==> src/rtl/pfg_pkg.sv <==
package pfg_pkg;

   typedef enum logic [1:0] {
      PG_NORMAL  = 2'd0,
      PG_PENDING = 2'd1,
      PG_LOCKED  = 2'd2,
      PG_SETTLE  = 2'd3
   } pg_state_e;

endpackage

==> src/rtl/pfg_sync.sv <==
module pfg_sync #(
   parameter int STAGES = 2
) (
   input  logic clk,
   input  logic rst_n,
   input  logic din_a,
   output logic dout
);

   if (STAGES < 2) begin : g_bad_stages
      $error("pfg_sync: STAGES must be at least 2");
   end

   logic [STAGES-1:0] chain;

   always_ff @(posedge clk or negedge rst_n) begin
      if (!rst_n) chain <= '0;
      else        chain <= {chain[STAGES-2:0], din_a};
   end

   assign dout = chain[STAGES-1];

endmodule

==> src/rtl/pfg_downcnt.sv <==
module pfg_downcnt #(
   parameter int LIMIT = 8
) (
   input  logic clk,
   input  logic rst_n,
   input  logic load,
   input  logic en,
   output logic zero
);

   if (LIMIT < 1) begin : g_bad_limit
      $error("pfg_downcnt: LIMIT must be at least 1");
   end

   localparam int W = $clog2(LIMIT + 1);
   localparam logic [W-1:0] START = W'(LIMIT - 1);

   logic [W-1:0] cnt;

   always_ff @(posedge clk or negedge rst_n) begin
      if (!rst_n)                 cnt <= '0;
      else if (load)              cnt <= START;
      else if (en && cnt != '0)   cnt <= cnt - 1'b1;
   end

   assign zero = (cnt == '0);

endmodule

==> src/rtl/pfg_ctrl.sv <==
module pfg_ctrl
   import pfg_pkg::*;
#(
   parameter int TWP_CYC = 16,
   parameter int TER_CYC = 32
) (
   input  logic      clk,
   input  logic      rst_n,
   input  logic      pf_s,
   input  logic      host_req,
   output pg_state_e state,
   output logic      inflight,
   output logic      abort_q
);

   pg_state_e state_nx;
   logic      wp_load, wp_zero;
   logic      er_load, er_zero;
   logic      inflight_nx;
   logic      cut_off;

   pfg_downcnt #(.LIMIT(TWP_CYC)) u_wp_cnt (
      .clk   (clk),
      .rst_n (rst_n),
      .load  (wp_load),
      .en    (state == PG_PENDING),
      .zero  (wp_zero)
   );

   pfg_downcnt #(.LIMIT(TER_CYC)) u_er_cnt (
      .clk   (clk),
      .rst_n (rst_n),
      .load  (er_load),
      .en    (state == PG_SETTLE),
      .zero  (er_zero)
   );

   assign cut_off = (state == PG_PENDING) && wp_zero && inflight && host_req;

   always_comb begin
      state_nx    = state;
      wp_load     = 1'b0;
      er_load     = 1'b0;
      inflight_nx = 1'b0;
      unique case (state)
         PG_NORMAL: begin
            if (pf_s) begin
               state_nx    = PG_PENDING;
               wp_load     = 1'b1;
               inflight_nx = host_req;
            end
         end
         PG_PENDING: begin
            if (wp_zero) state_nx = PG_LOCKED;
            else         inflight_nx = inflight && host_req;
         end
         PG_LOCKED: begin
            if (!pf_s) begin
               state_nx = PG_SETTLE;
               er_load  = 1'b1;
            end
         end
         PG_SETTLE: begin
            if (pf_s) begin
               state_nx = PG_LOCKED;
               er_load  = 1'b1;
            end else if (er_zero) begin
               state_nx = PG_NORMAL;
            end
         end
         default: state_nx = PG_LOCKED;
      endcase
   end

   always_ff @(posedge clk or negedge rst_n) begin
      if (!rst_n) begin
         state    <= PG_NORMAL;
         inflight <= 1'b0;
         abort_q  <= 1'b0;
      end else begin
         state    <= state_nx;
         inflight <= inflight_nx;
         abort_q  <= cut_off;
      end
   end

endmodule

==> src/rtl/pfg_gate.sv <==
module pfg_gate #(
   parameter int ADDR_W    = 16,
   parameter int DATA_W    = 8,
   parameter bit PARK_ZERO = 1'b1
) (
   input  logic              open_path,
   input  logic              host_req,
   input  logic              host_we,
   input  logic [ADDR_W-1:0] host_addr,
   input  logic [DATA_W-1:0] host_wdata,
   input  logic [DATA_W-1:0] mem_rdata,
   output logic              mem_sel,
   output logic              mem_we,
   output logic [ADDR_W-1:0] mem_addr,
   output logic [DATA_W-1:0] mem_wdata,
   output logic              host_rd_oe,
   output logic [DATA_W-1:0] host_rdata
);

   assign mem_sel    = open_path && host_req;
   assign mem_we     = mem_sel && host_we;
   assign host_rd_oe = mem_sel && !host_we;
   assign host_rdata = host_rd_oe ? mem_rdata : '0;

   if (PARK_ZERO) begin : g_park
      assign mem_addr  = open_path ? host_addr  : '0;
      assign mem_wdata = open_path ? host_wdata : '0;
   end else begin : g_thru
      assign mem_addr  = host_addr;
      assign mem_wdata = host_wdata;
   end

endmodule

==> src/rtl/pfail_guard.sv <==
module pfail_guard
   import pfg_pkg::*;
#(
   parameter int ADDR_W      = 16,
   parameter int DATA_W      = 8,
   parameter int TWP_CYC     = 16,
   parameter int TER_CYC     = 32,
   parameter int SYNC_STAGES = 2,
   parameter bit PARK_ZERO   = 1'b1
) (
   input  logic              clk,
   input  logic              rst_n,
   input  logic              pwr_fail_a,
   input  logic              low_volt_a,
   input  logic              host_req,
   input  logic              host_we,
   input  logic [ADDR_W-1:0] host_addr,
   input  logic [DATA_W-1:0] host_wdata,
   output logic [DATA_W-1:0] host_rdata,
   output logic              host_rd_oe,
   output logic              mem_sel,
   output logic              mem_we,
   output logic [ADDR_W-1:0] mem_addr,
   output logic [DATA_W-1:0] mem_wdata,
   input  logic [DATA_W-1:0] mem_rdata,
   output logic              backup_sel,
   output logic              access_abort,
   output logic [1:0]        state_code
);

   if (ADDR_W < 1 || DATA_W < 1) begin : g_bad_width
      $error("pfail_guard: ADDR_W and DATA_W must be positive");
   end
   if (TWP_CYC < 1 || TER_CYC < 1) begin : g_bad_delay
      $error("pfail_guard: delays must be at least one cycle");
   end

   logic      pf_s;
   logic      inflight;
   logic      open_path;
   pg_state_e state;

   pfg_sync #(.STAGES(SYNC_STAGES)) u_pf_sync (
      .clk   (clk),
      .rst_n (rst_n),
      .din_a (pwr_fail_a),
      .dout  (pf_s)
   );

   pfg_sync #(.STAGES(SYNC_STAGES)) u_lv_sync (
      .clk   (clk),
      .rst_n (rst_n),
      .din_a (low_volt_a),
      .dout  (backup_sel)
   );

   pfg_ctrl #(.TWP_CYC(TWP_CYC), .TER_CYC(TER_CYC)) u_ctrl (
      .clk      (clk),
      .rst_n    (rst_n),
      .pf_s     (pf_s),
      .host_req (host_req),
      .state    (state),
      .inflight (inflight),
      .abort_q  (access_abort)
   );

   assign open_path = (state == PG_NORMAL) || (state == PG_PENDING && inflight);

   pfg_gate #(.ADDR_W(ADDR_W), .DATA_W(DATA_W), .PARK_ZERO(PARK_ZERO)) u_gate (
      .open_path  (open_path),
      .host_req   (host_req),
      .host_we    (host_we),
      .host_addr  (host_addr),
      .host_wdata (host_wdata),
      .mem_rdata  (mem_rdata),
      .mem_sel    (mem_sel),
      .mem_we     (mem_we),
      .mem_addr   (mem_addr),
      .mem_wdata  (mem_wdata),
      .host_rd_oe (host_rd_oe),
      .host_rdata (host_rdata)
   );

   assign state_code = state;

endmodule

==> config.mk <==
export PLATFORM = sky130hd
export DESIGN_NAME = pfail_guard
export DESIGN_NICKNAME = d
export VERILOG_FILES = /design/src/rtl/pfg_pkg.sv /design/src/rtl/pfg_sync.sv /design/src/rtl/pfg_downcnt.sv /design/src/rtl/pfg_ctrl.sv /design/src/rtl/pfg_gate.sv /design/src/rtl/pfail_guard.sv
export SDC_FILE = /design/constraint.sdc
export NUM_CORES = 1
export LEC_CHECK = 0
export BUFFER_PORTS_ARGS = -buffer_cell sky130_fd_sc_hd__buf_2
export CORE_ASPECT_RATIO = 0.6
export CORE_MARGIN = 10
export CORE_UTILIZATION = 40
export CTS_CLUSTER_SIZE = 10
export DETAILED_ROUTE_END_ITERATION = 8
export GPL_TIMING_DRIVEN = 0
export PLACE_DENSITY = 0.77
export SKIP_LAST_GASP = 1
export SYNTH_ARGS = -nofsm -noshare
export SYNTH_HDL_FRONTEND = slang
export SYNTH_SLANG_ARGS = --single-unit
==> constraint.sdc <==
create_clock -name clk -period 2.4 [get_ports clk]
set_input_delay 0 -clock clk [delete_from_list [all_inputs] [get_ports clk]]
set_output_delay 0 -clock clk [all_outputs]
set_load 0.01 [all_outputs]
==> flow_metrics.py <==
metrics = {
    "status": {
        "run_status": "completed",
    },
    "synth": {
        "synth_common_cells": "sky130_fd_sc_hd__and2_1, sky130_fd_sc_hd__dfrtp_1, sky130_fd_sc_hd__nor2_1",
        "synthDistinctLibCells": 32,
        "async_reset_ff_frac": 1.00,
        "syn_area_per_cell_um2": 8.52,
        "yosysSeqAreaShare": 0.401,
        "synth.cell_area_um2": 1180,
        "synth.net_count": 180,
        "number_of_enable_type_register_cells_in_the_synthesized_netlist": 0,
        "synth_top_flop_cell": "sky130_fd_sc_hd__dfrtp_1",
        "synth_top_area_share": 0.401,
        "post-synth-top-count-cell": "sky130_fd_sc_hd__and2_1",
        "yosysWarnings": 0,
        "synth_top_area_cell": "sky130_fd_sc_hd__dfrtp_1",
        "syn-instance-count": 139,
        "synthTopCellsByArea": "sky130_fd_sc_hd__dfrtp_1, sky130_fd_sc_hd__and2_1, sky130_fd_sc_hd__nor2_1",
        "ys_seq_elements": 19,
    },
    "critical_path": {
        "timing.critical_path.slowest_stage_cell": "sky130_fd_sc_hd__nor3_1",
        "critical_path_class": "flop to output pin",
        "worst_path_dominant_cell_family": "simple AND/OR/NAND/NOR gates",
        "crit_path_buf_inv_count": 2,
        "worstSetupStartpointType": "flop",
        "cp_slowest_stage_delay_ns": 0.57,
        "crit_path_cell_trace": "inv_1, nand2_1, nor3_1, and2_1, buf_2",
        "critical_path.max_fanout": 9,
        "critical_path_arrival_ns": 1.97,
        "reg2reg_from": "u_ctrl.u_wp_cnt.cnt[0]",
        "required_worst_endpoint_ns": 2.40,
        "crit_path_end_kind": "output pin",
        "cp-startpoint": "u_ctrl.state[1]",
    },
    "layout": {
        "antenna_cells": 0,
        "nFillCells": 270,
        "layout-area-overhead-vs-synth_pct": 43.0,
        "multi_input_comb_area_um2": 659,
        "finish.net_count": 264,
        "seqCellArea_um2": 475,
        "drive_above_1_share": 0.374,
    },
    "drt": {
        "final_antenna_net_count": 0,
        "routed_wire_per_std_cell_um": 14.7,
        "route.vias.total": 1284,
        "initialDrtViolationCount": 80,
        "wirelength_um": 3870,
        "detailedRoute.firstPassIterationCount": 4,
        "drc": 0,
        "routed_via_density": 4.86,
    },
    "clock_tree": {
        "clock_tree.htree_level_count": 1,
        "cts_made_buffers": 3,
        "clk_latency_ns": 0.26,
        "cts.reportedPaths.clkPinSlew_ns": 0.07,
        "tritoncts": "yes",
        "clkSinkCount": 19,
        "cts-resized-gates": 0,
        "clock_path_buffers": 2,
        "root_buffer": "sky130_fd_sc_hd__clkbuf_8",
    },
    "power": {
        "leakage_nw": 0.897,
        "peakVddDrop_mv": 0.508,
        "p_per_area_nw_per_um2": 933,
    },
    "die": {
        "initial_utilization": 0.415,
        "die-area_um2": 5610,
        "die_y_um": 62.2,
        "fp-row-count": 15,
        "chipWidth_um": 90.3,
        "top_level_ports": 77,
        "design.core.area_um2": 2850,
    },
    "sta": {
        "final.min_clock_period_ns": 1.97,
        "setup_tns_final_ns": 0,
        "hold_viol": 0,
        "fin_hold_ws_ns": 0.0468,
        "setup_viol": 0,
        "worst_margin_pin_slew_ns": 0.699,
        "max_freq_mhz": 508,
        "clock_skew_ns": 0.00449,
        "slew_violations": 0,
        "post-route-period-util": 0.820,
        "setup_repair_after_global_routing_missed_its_margin": "false",
        "worst_slew_margin_relative_to_its_limit": 0.530,
    },
    "job": {
        "cap_violations": 0,
    },
    "global_routing": {
        "pin_count_of_the_biggest_net_entering_global_routing": 20,
        "first_pass_grt_wire_length_um": 6350,
        "globalRouteTotalUtil": 0.135,
        "global_route.overflow_total": 0,
        "antenna_found_initial": 0,
        "grt_pass1_vias": 1197,
    },
    "worst_hold_path": {
        "hold_path.class": "input port to flop",
        "min_from": "host_req",
    },
    "placement": {
        "routabilityCongestion": 0.880,
        "io_buffer_count": 76,
        "post-dp-hpwl_um": 3230,
    },
}
## final cells by class
cell class	instances	share of cell area
clock inverter	1	0.00295
tap	42	0.0310
buffer	6	0.0140
clock buffer	3	0.0244
multi-input combinational	107	0.389
timing repair buffer	79	0.242
sequential	19	0.281
inverter	7	0.0155
## power breakdown
group	switching (mW)	leakage (nW)	internal [mW]
sequential	0.114	0.218	0.418
combinational	0.470	0.653	0.360
clock	0.103	0.0255	0.115
## per-stage QoR
stage                      util  power, mW  std cells  setup slack (ns)  cell area (µm²)
after floorplan               -       1.05        139             0.883             1180
after global placement    0.567       1.35        257             0.784             1620
after detailed placement  0.567       1.37        257             0.721             1620
after CTS                 0.594       1.59        264             0.434             1690
after global routing      0.594       1.73        264             0.153             1690
final                     0.594       1.58        264             0.431             1690
## flip-flops by register name, indices dropped and copies added, names as in the netlist
name / count
u_pf_sync.chain: 2
u_ctrl.inflight: 1
u_ctrl.abort_q: 1
u_ctrl.state: 2
u_lv_sync.chain: 2
u_ctrl.u_er_cnt.cnt: 6
u_ctrl.u_wp_cnt.cnt: 5
## per-layer routing
layer,up-vias,track usage,part of all wire
met1,578,0.175,0.48
met2,54,0.207,0.43
met3,5,0.0552,0.084
li1,647,-,-
met4,0,0.0237,0.0057
met5,-,0,0
## logic make-up after synthesis
| kind of cell | share of synthesized area |
|---|---|
| buffers and inverters | 0.0422 |
| adders and majority gates | 0.0317 |
| and+or+nand+nor | 0.340 |
| DFF | 0.401 |
| AOI/OAI and AO/OA | 0.168 |
| muxes | 0.0169 |
## worst paths after layout
path	slack, ns	endpoint	depth (start not counted)
max reg2reg	0.72	u_ctrl.state[1]	7
max in group asynchronous	1.90	u_ctrl.u_er_cnt.cnt[0]	2
min	0.05	u_ctrl.inflight	3
min in group asynchronous	0.21	u_ctrl.u_wp_cnt.cnt[0]	2
min reg2reg	0.35	u_pf_sync.chain[1]	0
max	0.43	host_rdata[4]	5
## placed cells by master (no fill, tap or decap), types with 2 or more instances in the layout
cell type | synthesis | routed
sky130_fd_sc_hd__nor2b_1 | 3 | 3
sky130_fd_sc_hd__clkbuf_8 | 0 | 3
sky130_fd_sc_hd__clkbuf_1 | 5 | 5
sky130_fd_sc_hd__nor2_1 | 11 | 11
sky130_fd_sc_hd__inv_1 | 7 | 7
sky130_fd_sc_hd__nand2_1 | 7 | 7
sky130_fd_sc_hd__nor3_1 | 5 | 5
sky130_fd_sc_hd__nand3_1 | 3 | 3
sky130_fd_sc_hd__mux2i_1 | 2 | 2
sky130_fd_sc_hd__o22ai_1 | 3 | 3
sky130_fd_sc_hd__a31oi_1 | 3 | 3
sky130_fd_sc_hd__a211oi_1 | 2 | 2
sky130_fd_sc_hd__nand2b_1 | 5 | 5
sky130_fd_sc_hd__dfrtp_1 | 19 | 19
sky130_fd_sc_hd__o21ai_0 | 4 | 4
sky130_fd_sc_hd__o31ai_1 | 3 | 3
sky130_fd_sc_hd__dlygate4sd3_1 | 0 | 3
sky130_fd_sc_hd__and2_1 | 33 | 33
sky130_fd_sc_hd__buf_2 | 1 | 77
sky130_fd_sc_hd__a21oi_1 | 7 | 7
sky130_fd_sc_hd__ha_1 | 3 | 3
## worst register-to-register path, cell delays in order (launching register included)
cell and delay [ns]:
sky130_fd_sc_hd__dfrtp_1 0.41, sky130_fd_sc_hd__inv_1 0.09, sky130_fd_sc_hd__ha_1 0.19, sky130_fd_sc_hd__nand2b_1 0.09
sky130_fd_sc_hd__or3_1 0.30, sky130_fd_sc_hd__clkbuf_1 0.18, sky130_fd_sc_hd__o21ai_0 0.20, sky130_fd_sc_hd__o31a_1 0.16
## timing repair
action / CTS / global route
hold buffers: 3 / 0
hold endpoints to repair: 21 / 0
setup buffers: 0 / 0
Power figures use the tool's default switching activity.
